`config.mk`:
```
export PLATFORM = sky130hd
export DESIGN_NAME = mcycle_timer
export DESIGN_NICKNAME = d
export VERILOG_FILES = /design/src/rtl/mcycle_timer.sv
export SDC_FILE = /design/constraint.sdc
export NUM_CORES = 1
export LEC_CHECK = 0
export BUFFER_PORTS_ARGS = -buffer_cell sky130_fd_sc_hd__buf_2
export CELL_PAD_IN_SITES_DETAIL_PLACEMENT = 1
export CELL_PAD_IN_SITES_GLOBAL_PLACEMENT = 2
export CORE_MARGIN = 8
export CORE_UTILIZATION = 34
export DETAILED_ROUTE_END_ITERATION = 7
export PLACE_DENSITY_LB_ADDON = 0.1
export RECOVER_POWER = 25
export SLEW_MARGIN = 20
export SYNTH_ARGS = -nofsm -noshare
export SYNTH_HDL_FRONTEND = slang
export SYNTH_SLANG_ARGS = --single-unit
export TNS_END_PERCENT = 30
```
`constraint.sdc`:
```
create_clock -name clk -period 5.8 [get_ports clk]
set_input_delay 0 -clock clk [delete_from_list [all_inputs] [get_ports clk]]
set_output_delay 0 -clock clk [all_outputs]
set_load 0.02 [all_outputs]
```
`src/rtl/mcycle_timer.sv`:
```
`timescale 1ns/1ps
module mcycle_timer #(
  parameter int CYC_CLKS   = 8,
  parameter int INIT_EXTRA = 1,
  parameter int TPOS_EARLY = 1
) (
  input  logic       clk,
  input  logic       rst_n,
  input  logic       wait_n,
  input  logic       dma_req,
  input  logic       int_req,
  input  logic       idle_cmd,
  output logic       stb_early,
  output logic       stb_late,
  output logic [2:0] cyc_state,
  output logic       phase_hi,
  output logic       mem_rd_n,
  output logic       bus_float,
  output logic       flag_sample
);
  localparam int TW = $clog2(2 * (CYC_CLKS + INIT_EXTRA));
  localparam logic [TW-1:0] EARLY_T = TW'(2 * TPOS_EARLY);
  localparam logic [TW-1:0] RD_T    = TW'(2 * TPOS_EARLY + 2);
  localparam logic [TW-1:0] LAST_N  = TW'(2 * CYC_CLKS - 1);
  localparam logic [TW-1:0] LAST_I  = TW'(2 * (CYC_CLKS + INIT_EXTRA) - 1);

  localparam logic [2:0] S_RST   = 3'd0;
  localparam logic [2:0] S_INIT  = 3'd1;
  localparam logic [2:0] S_FETCH = 3'd2;
  localparam logic [2:0] S_EXEC  = 3'd3;
  localparam logic [2:0] S_DMA   = 3'd4;
  localparam logic [2:0] S_INT   = 3'd5;

  logic [2:0]    st, nxt;
  logic [TW-1:0] pos, last_t, late_t;
  logic          idle_q, idle_pend, hold_hw, go_idle, mem_cyc;

  assign last_t  = (st == S_INIT) ? LAST_I : LAST_N;
  assign late_t  = last_t - TW'(2);
  assign hold_hw = !wait_n && (st != S_RST) &&
                   ((pos == EARLY_T) || ((pos == late_t) && !idle_pend));
  assign go_idle = idle_pend && (pos == late_t);
  assign mem_cyc = (st == S_FETCH) || (st == S_EXEC) || (st == S_DMA);

  always_comb begin
    case (st)
      S_INIT:  nxt = dma_req ? S_DMA : S_FETCH;
      S_FETCH: nxt = S_EXEC;
      default: nxt = dma_req ? S_DMA : (int_req ? S_INT : S_FETCH);
    endcase
  end

  always_ff @(posedge clk or negedge rst_n) begin
    if (!rst_n) begin
      st        <= S_RST;
      pos       <= '0;
      idle_q    <= 1'b0;
      idle_pend <= 1'b0;
    end else if (st == S_RST) begin
      st  <= S_INIT;
      pos <= '0;
    end else if (idle_q) begin
      if (dma_req || int_req) begin
        idle_q <= 1'b0;
        pos    <= pos + 1'b1;
      end
    end else if (go_idle) begin
      idle_q    <= 1'b1;
      idle_pend <= 1'b0;
    end else if (hold_hw) begin
      idle_pend <= idle_pend;
    end else if (pos == last_t) begin
      pos       <= '0;
      st        <= nxt;
      idle_pend <= 1'b0;
    end else begin
      pos <= pos + 1'b1;
      if (st == S_EXEC && idle_cmd && pos < late_t) idle_pend <= 1'b1;
    end
  end

  assign cyc_state   = st;
  assign phase_hi    = ~pos[0];
  assign stb_early   = (st != S_RST) && (pos == EARLY_T || pos == EARLY_T + TW'(1));
  assign stb_late    = (st != S_RST) && (pos == late_t || pos == late_t + TW'(1));
  assign mem_rd_n    = idle_q || !(mem_cyc && pos >= RD_T);
  assign bus_float   = idle_q;
  assign flag_sample = (st == S_FETCH) && (pos == last_t) && !idle_q;


  strobe_excl_chk: assert property (@(posedge clk) disable iff (!rst_n)
    !(stb_early && stb_late));


  fetch_then_exec_chk: assert property (@(posedge clk) disable iff (!rst_n)
    ($past(cyc_state) == S_FETCH && cyc_state != S_FETCH) |-> cyc_state == S_EXEC);


  dma_first_chk: assert property (@(posedge clk) disable iff (!rst_n)
    ($past(cyc_state) != cyc_state && $past(dma_req) &&
     $past(cyc_state) != S_FETCH && $past(cyc_state) != S_RST) |-> cyc_state == S_DMA);


  idle_entry_chk: assert property (@(posedge clk) disable iff (!rst_n)
    $rose(bus_float) |-> stb_late && mem_rd_n);


  idle_sticky_chk: assert property (@(posedge clk) disable iff (!rst_n)
    (bus_float && !dma_req && !int_req) |=> bus_float && $stable(cyc_state) && $stable(stb_late));


  early_hold_chk: assert property (@(posedge clk) disable iff (!rst_n)
    (!wait_n && !bus_float && $rose(stb_early)) |=> stb_early && $stable(phase_hi));
endmodule

```
* After elaboration in Yosys (flattened, before gate mapping)
Index checks and enable logic that the tools add are counted.
** Word-level totals
- Bits in registers :: 10
- Input bits :: 6
- Output and inout port bits :: 9
- Logic and storage cells :: 80
** Cells by class
- $add $sub $neg :: 3
- Order comparisons :: 2
- Equal/unequal tests :: 16
- Mux-type cells :: 23
- Bitwise operators :: 3
- Reduce and logical (&&, ||, !) cells :: 29
** Operators with widths (count)
- 5-bit 2-to-1 mux :: 7
- 3-bit 2-to-1 mux :: 8
- 5-bit == test :: 3
- 1-bit logical AND :: 11
- 5-bit by 1-bit adder with 5-bit output (second input constant) :: 2
- 5-bit by 2-bit == test with 1-bit output (second input constant) :: 2
- 2-bit by 1-bit != test with 1-bit output (second input constant) :: 4
- 4-bit AND reduction :: 2
- 1-bit logical OR :: 7
- 1-bit 2-to-1 mux :: 7
- 3-bit by 2-bit == test with 1-bit output (second input constant) :: 2
- 3-bit by 2-bit != test with 1-bit output (second input constant) :: 2
- 3-bit case mux with 2 select lines :: 1
- 3-bit nonzero test :: 2
- 5-bit by 3-bit greater-or-equal comparator with 1-bit output (second input constant) :: 1
- 5-bit < comparator :: 1
- 5-bit by 2-bit subtractor with 5-bit output (second input constant) :: 1
- 1-bit logical NOT :: 4
- 3-bit by 1-bit == test with 1-bit output (second input constant) :: 1
- 3-bit == test (second input constant) :: 1
- 3-bit logical NOT :: 1
- 3-bit by 1-bit != test with 1-bit output (second input constant) :: 1
- 1-bit inverter :: 3
- 3-bit AND reduction :: 1
- 2-bit nonzero test :: 1

* Depth between registers and ports, before layout
Gate-level depths: netlist of the first run.
- Word-level depth :: 11
- Depth in mapped cells :: 10
- Depth with buffers taken out :: 7

* Least setup slack after synthesis of the first run
OpenSTA, ideal clock, no wires.
- Kind :: register to register
- Start point :: register st[1] (netlist: cyc_state[1])
- End point :: register pos[3]
- Library setup time :: 0.069 ns
- Data arrival time :: 2.672 ns
- Required time :: 5.731 ns
- Setup slack :: 3.059 ns
- Cell stages (with the launch flop) :: 11
- Path buffers :: 3
- Period minus slack after synthesis :: 2.741 ns
- Cell sequence :: dfrtp_1 -> buf_6 -> or3b_1 -> buf_6 -> ha_1 -> buf_2 -> and4b_1 -> a22oi_1 -> o22ai_1 -> or4b_1 -> nand3_1
** On the way
- Cells in the longest elaborated chain, start to end :: 9
- Elaborated cells between the ends (all ways) :: 21
- Those cells by class :: 1 x add/sub; 6 x eq/ne; 6 x mux; 8 x reduce/logical
** Ends and longest elaborated chain
- start: declaration :: line 34 : logic [2:0] st, nxt;
- start signal: assignment :: line 74 : st <= nxt;
- 3-bit by 1-bit == test with 1-bit output :: line 38 : assign last_t = (st == S_INIT) ? LAST_I : LAST_N;
- 5-bit 2-to-1 mux :: line 38
- 5-bit by 2-bit subtractor with 5-bit output :: line 39 : assign late_t = last_t - TW'(2);
- 5-bit == test :: line 41, 42
- 1-bit logical AND :: line 41 : ((pos == EARLY_T) || ((pos == late_t) && !idle_pend));
- 1-bit logical OR :: line 41
- 1-bit logical AND :: line 40 : assign hold_hw = !wait_n && (st != S_RST) &&
- 3-bit by 2-bit != test with 1-bit output (no line)
- 3-bit AND reduction (no line)
- end signal: assignment :: line 65 : pos <= pos + 1'b1;
- end signal: assignment :: line 77 : pos <= pos + 1'b1;
- end: declaration :: line 35 : logic [TW-1:0] pos, last_t, late_t;
Parallel ways exist; a longest one is shown, timed or not. The select of a mux whose other input is x is not followed.
A chain may end at the register's enable or synchronous reset.

* Worst setup path after layout of the first run
- Start point :: register st[0] (netlist: cyc_state[0])
- End point :: output port flag_sample
** On the way
- Cells in the longest elaborated chain, start to end :: 5
- Elaborated cells between the ends (all ways) :: 6
- Those cells by class :: 3 x eq/ne; 1 x mux; 2 x reduce/logical
** Ends and longest elaborated chain
- 3-bit by 1-bit == test with 1-bit output :: line 38
- 5-bit 2-to-1 mux :: line 38
- 5-bit == test :: line 88 : assign flag_sample = (st == S_FETCH) && (pos == last_t) && !idle_q;
- 1-bit logical AND (*) (2 in series) :: line 88
- end: declaration :: line 19 : output logic flag_sample
Every way passes the cells marked *; elsewhere a longest branch is shown, timed or not.

==> summary.txt, run 1 <==
Status
  – Outcome: finished clean

Clock network
  – Cts repair resizes: 0
  – Clock Latency Late Sink: about 0.27 ns
  – Root buf cell: clkbuf_4
  – Num CTS Buffers: 3
  – Clk pin slew, worst setup/hold paths: around 0.070 ns
  – Post-CTS setup buffer count: 0
  – Htree depth: 1
  – CTS tree: done
  – Clock Sinks: 10
  – Clock tree buffer depth: 2

Place
  – Pre-CTS setup slack: ~2.8 ns
  – Number of buffers added on ports: 14
  – Area of placed instances: approximately 910 sq um
  – Detailed placement HPWL: between 1500 and 2000 microns
  – GPL Wtd Cong: roughly 0.83

Synth
  – Cells after Synth: 101
  – Count of different cell masters after synthesis: between 40 and 50
  – Synth warn: 0
  – Seq/Total Area, Yosys: slightly below 30%
  – Netlist Area Pre-Place: 853 sq um
  – Syn Nets: 110
  – FF+latch count, synth: 10
  – Post-Syn Area per Cell: between 8 and 9 sq um

STA
  – Setup repair after global routing missed its margin: no
  – Fin crit period: 3.23 ns
  – Slew margin rel.: 52.7%
  – # setup viols final: 0
  – Setup TNS: 0 ns
  – Pins Over Slew Limit: 0
  – Final Skew: around 0.0022 ns
  – Final Hold Violating Endpoints: 0
  – Fin worst setup slack: roughly 2.6 ns
  – Fin crit share: ~56%
  – Worst Tran Pin Value: between 0.7 and 0.8 ns
  – Fmax: roughly 300 MHz

Drt
  – Total number of vias: just over 800
  – Antenna viol nets, final: 0
  – 1st-iter DRT viols: 26
  – Drt drc: 0
  – Drt total wl: ~2400 microns
  – Drt wl/cell: about 17 microns
  – Drt first pass iters: 4
  – Vias per Instance: ~5.8

Global route
  – Vias in the first global route: just over 800
  – Pin count of the biggest net entering global routing: 13
  – First-pass GRT wire length: 4110 microns
  – Total track usage: approximately an eighth
  – Initial antenna violation count: 0
  – GRT overflow: 0

Critical path
  – RR Startpoint: cyc_state[0]
  – CP Capture Type: output port
  – R2R Setup Slk: around 2.8 ns
  – Worst setup path category: flop to output port
  – Crit path from: cyc_state[0]
  – Crit-path slowest cell: or4b_1
  – Crit path DAT: between 3 and 4 ns
  – Critical Path Max Stage Delay: ~0.57 ns
  – CP max FO: 11
  – R2R cell count: 7
  – RR Endpoint: cyc_state[1]
  – CP startpoint kind: flop
  – CP Cell Sequence: or3b_1 -> ha_1 -> or4b_1 -> or2_1 -> a21oi_4 -> and4bb_2 -> buf_2
  – Data required time of the worst path: 5.80 ns

Finish
  – Final instance area: 950 sq um
  – Share of layout cells above drive strength 1: between 15 and 20%
  – Final core occ: roughly two fifths
  – N_diodes: 0
  – Synthesis-to-finish area growth: 11.3%
  – Nets: around 120

Power and ir drop
  – Worst vdd ir: between 0.2 and 0.3 mV
  – Leak: 0.407 nW
  – PD cells: between 500 and 600 mW/mm^2
  – Power Total: 514 uW

Floorplanning
  – Top Ports: 15
  – Total core area: 0.00243 sq mm
  – Initial core utilization: 35.1%
  – Die Wd: approximately 66 microns
  – Rows: 18
  – Chip Height: approximately 66 microns
  – Full die area: approximately 0.0044 sq mm

Run
  – Max cap viols: 0

Hold path
  – HP Start: int_req
  – Hold Path End: cyc_state[0]
  – Hold depth: 3
  – Hold Path Class: input port to flop
[cell families (layout without fill, tap and decap cells)]
family	after synthesis	in the layout	synth area share (%)
XOR/XNOR	1	1	1.03
AO/OA/AOI/OAI	30	30	23.9
multiplexers	1	1	1.17
adder cells (fa/ha/maj)	3	3	4.40
buffers and inverters	13	25	8.80
flip-flops	10	10	29.3
AND/OR/NAND/NOR	43	43	31.4
[repair_timing]
item	in CTS	in global routing
endpoints found under the setup margin	0	0
hold buffers	2	0
hold endpoints to repair	11	0
[routing by layer]
layer  track usage [%]  up-vias  wire, microns
met5                 0        -              0
met2              16.8       17           1040
li1                  -      401              -
met1              17.4      405           1240
met3              2.88        2            160
met4              3.20        0              4
[sequential cells by signal (all words and copies together), names as in the netlist]
register / count
pos: 5
idle_pend: 1
cyc_state: 3
bus_float: 1
[cells in the final DEF, fill, tap and decap left out, drive strengths merged]
master	netlist	final
nand3	8	8
or2b	1	1
nor4bb	1	1
a21oi	9	9
nand3b	3	3
nor4	1	1
xor2	1	1
and4bb	1	1
or3	1	1
or2	2	2
o31ai	1	1
dlygate4sd3	0	2
a21o	2	2
and4b	1	1
buf	7	13
nand2b	1	1
or3b	1	1
o21a	1	1
nor3b	2	2
mux2i	1	1
inv	6	6
nand2	3	3
or4b	2	2
nor2	9	9
a31oi	2	2
dfrtp	10	10
and3b	1	1
a22oi	1	1
and3	1	1
ha	3	3
a32oi	1	1
o22ai	5	5
clkbuf	0	4
o32ai	1	1
o21ai	7	7
nor3	4	4
[final cells by class]
type	instances	area [sq um]
timing repair buffer	16	88.8
sequential	10	250
clock buffer	3	22.5
multi-input combinational	78	528
fill	304	1480
tap	30	37.5
inverter	6	22.5
[cells in the mapped netlist]
master / n / area share (%)
ha_1: 3 / 4.4
a22oi_1: 1 / 0.88
a21o_1: 2 / 1.8
a21oi_1: 8 / 4.7
or4b_1: 2 / 2.3
o22ai_1: 4 / 2.9
nor3_2: 1 / 1.2
o32ai_1: 1 / 1.0
a21oi_4: 1 / 1.9
dfrtp_1: 10 / 29
mux2i_1: 1 / 1.2
o31ai_1: 1 / 0.88
o21a_1: 1 / 0.88
nand3_1: 8 / 4.7
o21ai_0: 7 / 4.1
a32oi_1: 1 / 1.0
or2_2: 1 / 0.73
nand2_1: 3 / 1.3
buf_6: 2 / 2.6
xor2_1: 1 / 1.0
or3b_1: 1 / 1.0
nor3b_1: 1 / 0.88
buf_4: 2 / 1.8
or2b_1: 1 / 0.88
and4bb_2: 1 / 1.5
and3_1: 1 / 0.73
nor4bb_1: 1 / 1.2
nor2_1: 9 / 4.0
inv_1: 6 / 2.6
or2_1: 1 / 0.73
nor3b_2: 1 / 1.5
nand3b_1: 3 / 2.6
nor3_1: 3 / 1.8
buf_2: 3 / 1.8
or3_1: 1 / 0.73
o22ai_4: 1 / 2.3
a31oi_1: 2 / 1.5
and3b_1: 1 / 1.0
nand2b_1: 1 / 0.73
and4b_1: 1 / 1.2
nor4_1: 1 / 0.73
[where the power goes]
group / total [mW] / internal (mW) / switching, mW
Clock: 0.0497 / 0.0240 / 0.0257
Combinational: 0.301 / 0.121 / 0.179
Sequential: 0.163 / 0.0980 / 0.0652
[critical path, delay by kind of cell (launching register included)]
kind                       cells  cell delay (ns)
and+or+nand+nor                4             1.64
DFF                            1             0.52
adders and majority gates      1             0.46
AOI/OAI and AO/OA              1             0.19
buffers and inverters          1             0.16
[stage by stage]
step                hold slack, ns  instances
floorplan                   -0.296        101
global placement            -0.114        138
detailed placement          -0.110        138
CTS                         0.0471        143
global route                0.0733        143
finish                      0.0438        143
[how the worst max path moves through the flow]
| stage | to | slack [ns] |
|---|---|---|
| 2_1_floorplan | pos[3] | 3.06 |
| 3_3_place_gp | cyc_state[1] | 2.90 |
| 3_5_place_dp | cyc_state[1] | 2.83 |
| 4_1_cts | flag_sample | 2.57 |
| 5_1_grt | flag_sample | 2.46 |
| 6_report | flag_sample | 2.57 |
Power figures use the tool's default switching activity.
==> run 2, diff against run 1 <==
- CORE_UTILIZATION: 34 -> 29
- clock period: 5.8 -> 2.86 ns (I/O delays scaled with it)
==> run 2 against run 1 <==
- die area is 13% higher
- critical path depth did not move
- sequential power is 82% higher
- non-clock buffer count increased by 6
- power rose by 130%
- register-to-register slack lost 2.4 ns
==> summary.txt, run 2 (synthesis results as in run 1) <==
Finish
  – Commonest non-fill, non-tap cell in the layout: buf_2
  – Max reg flops: 5
  – Final core occ: a little under two fifths
  – Largest Register: pos
  – Synthesis-to-finish area growth: 20.5%
  – Nets: 130
  – Commonest cells after routing, fill and taps aside: 13 x buf_2, 10 x dfrtp_1, 9 x nor2_1, 8 x nand3_1, 8 x a21oi_1
  – Share of layout cells above drive strength 1: around a quarter
  – Fill cell count: approximately 340
  – Final instance area: a little over 0.001 sq mm
  – N_diodes: 0

Floorplanning
  – Die Wd: approximately 70 microns
  – Full die area: 0.00493 sq mm
  – Chip Height: about 70 microns
  – Total core area: 0.00278 sq mm
  – Top Ports: 15
  – Rows: 19
  – Initial core utilization: between 30% and 40%

Clock network
  – Htree depth: 1
  – Clock Latency Late Sink: ~0.28 ns
  – Clk pin slew, worst setup/hold paths: ~0.080 ns
  – Clock Sinks: 10
  – Root buf cell: clkbuf_4
  – Num CTS Buffers: 3
  – Clock tree buffer depth: 2
  – Post-CTS setup buffer count: 0
  – CTS tree: done

Global route
  – GRT overflow: 0
  – First-pass GRT wire length: roughly 4500 microns
  – Total track usage: about 11%
  – Vias in the first global route: just under 900
  – Initial antenna violation count: 0
  – Pin count of the biggest net entering global routing: 13

Critical path
  – Data required time of the worst path: around 2.9 ns
  – Crit-path slowest cell: or4b_4
  – Critical Path Max Stage Delay: roughly 0.50 ns
  – Crit path DAT: ~2.7 ns
  – Crit path from: cyc_state[1]
  – WP depth: 7
  – RR Startpoint: cyc_state[1]
  – CP Capture Point: flag_sample
  – R2R cell count: 7
  – R2R Setup Slk: 0.43 ns
  – CP startpoint kind: flop
  – Worst path top cell family by delay: simple AND/OR/NAND/NOR gates
  – Worst setup path category: flop to output port
  – RR Endpoint: cyc_state[1]
  – CP Capture Type: output port
  – CP bufs+invs: 1
  – CP max FO: 5
  – CP Cell Sequence: or3b_1 -> ha_4 -> or4b_4 -> or2_4 -> a21oi_4 -> and4bb_2 -> buf_2

STA
  – Hold Slack: 0.0809 ns
  – Final Skew: roughly 0.01 ns
  – Pins Over Slew Limit: 0
  – Slew margin rel.: 58.8%
  – Fin crit share: a little over nine tenths
  – Setup repair after global routing missed its margin: no
  – Fin crit period: around 2.7 ns
  – Fin worst setup slack: 0.175 ns
  – Final Hold Violating Endpoints: 0
  – Worst Tran Pin Value: between 0.6 and 0.7 ns
  – # setup viols final: 0
  – Fmax: about 370 MHz
  – Setup TNS: 0 ns

Power and ir drop
  – Switch Pwr: 587 uW
  – Gate power share: a little over three fifths
  – Cell internal pwr: slightly below 600 uW
  – Sw Share: 50.1%
  – Sequential fraction of design power: between 20% and 30%
  – Clock share of power: 11.5%
  – Leak: 0.447 nW
  – PD cells: between 1000 and 1500 mW/mm^2
  – Worst vdd ir: approximately 0.45 mV

Place
  – Number of buffers added on ports: 14
  – Pre-CTS setup slack: 0.321 ns
  – Area of placed instances: ~950 sq um
  – Detailed placement HPWL: a little under 2000 microns
  – GPL Wtd Cong: just over 0.8

Drt
  – Drt wl/cell: around 17 microns
  – Antenna viol nets, final: 0
  – 1st-iter DRT viols: 36
  – Vias per Instance: roughly 5.7
  – Total number of vias: 865
  – Drt first pass iters: 4
  – Drt total wl: approximately 2600 microns
  – Drt drc: 0

Hold path
  – HP Start: int_req
  – Hold Path Class: input port to flop

Status
  – Outcome: finished clean

Run
  – Max cap viols: 0
-- run 2: how the worst min path moves through the flow --
stage / endpoint / depth (start not counted) / slack (ns)
after detailed placement: pos[4] / 1 / -0.12
after CTS: cyc_state[0] / 3 / 0.08
after floorplan: bus_float / 0 / -0.30
after global routing: cyc_state[2] / 3 / 0.10
after global placement: pos[1] / 1 / -0.12
final: cyc_state[0] / 3 / 0.08
-- run 2: power by group through the flow --
stage          registers, mW  logic [mW]  clock network, mW
2_1_floorplan          0.271       0.532                  0
3_3_place_gp           0.293       0.711                  0
3_5_place_dp           0.292       0.717                  0
4_1_cts                0.290       0.723              0.139
5_1_grt                0.304       0.818              0.147
6_report               0.297       0.741              0.135
-- run 2: layout make-up --
class                           count  area [sq um]  share of cell area, %
Clock buffer                        4          36.3                   3.53
Inverter                            6          22.5                   2.19
Multi-Input combinational cell     78           547                   53.2
Sequential cell                    10           250                   24.3
Tap cell                           31          38.8                   3.77
Timing Repair Buffer               22           134                   13.0
-- run 2: worst min-delay path: stages --
cell and delay, ns:
buf_2 0.09, a31oi_1 0.07, o21ai_0 0.14
-- run 2: through the flow --
stage | instances | total power, mW
after CTS | 151 | 1.15
after floorplan | 101 | 0.803
after global placement | 145 | 1.00
after detailed placement | 145 | 1.01
after global routing | 151 | 1.27
final | 151 | 1.17
-- run 2: repair_timing --
action / in CTS / in global routing
gates resized for setup: 0 / 3
endpoints found under the setup margin: 0 / 1
hold buffers: 2 / 0
hold endpoints to repair: 11 / 0
-- run 2: per-layer routing --
metal | up-vias | global-route usage, % | wire (microns)
li1 | 409 | - | -
met1 | 430 | 13.5 | 1280
met2 | 24 | 17.5 | 1190
met3 | 2 | 3.39 | 126
met4 | 0 | 4.69 | 27
met5 | - | 0 | 0
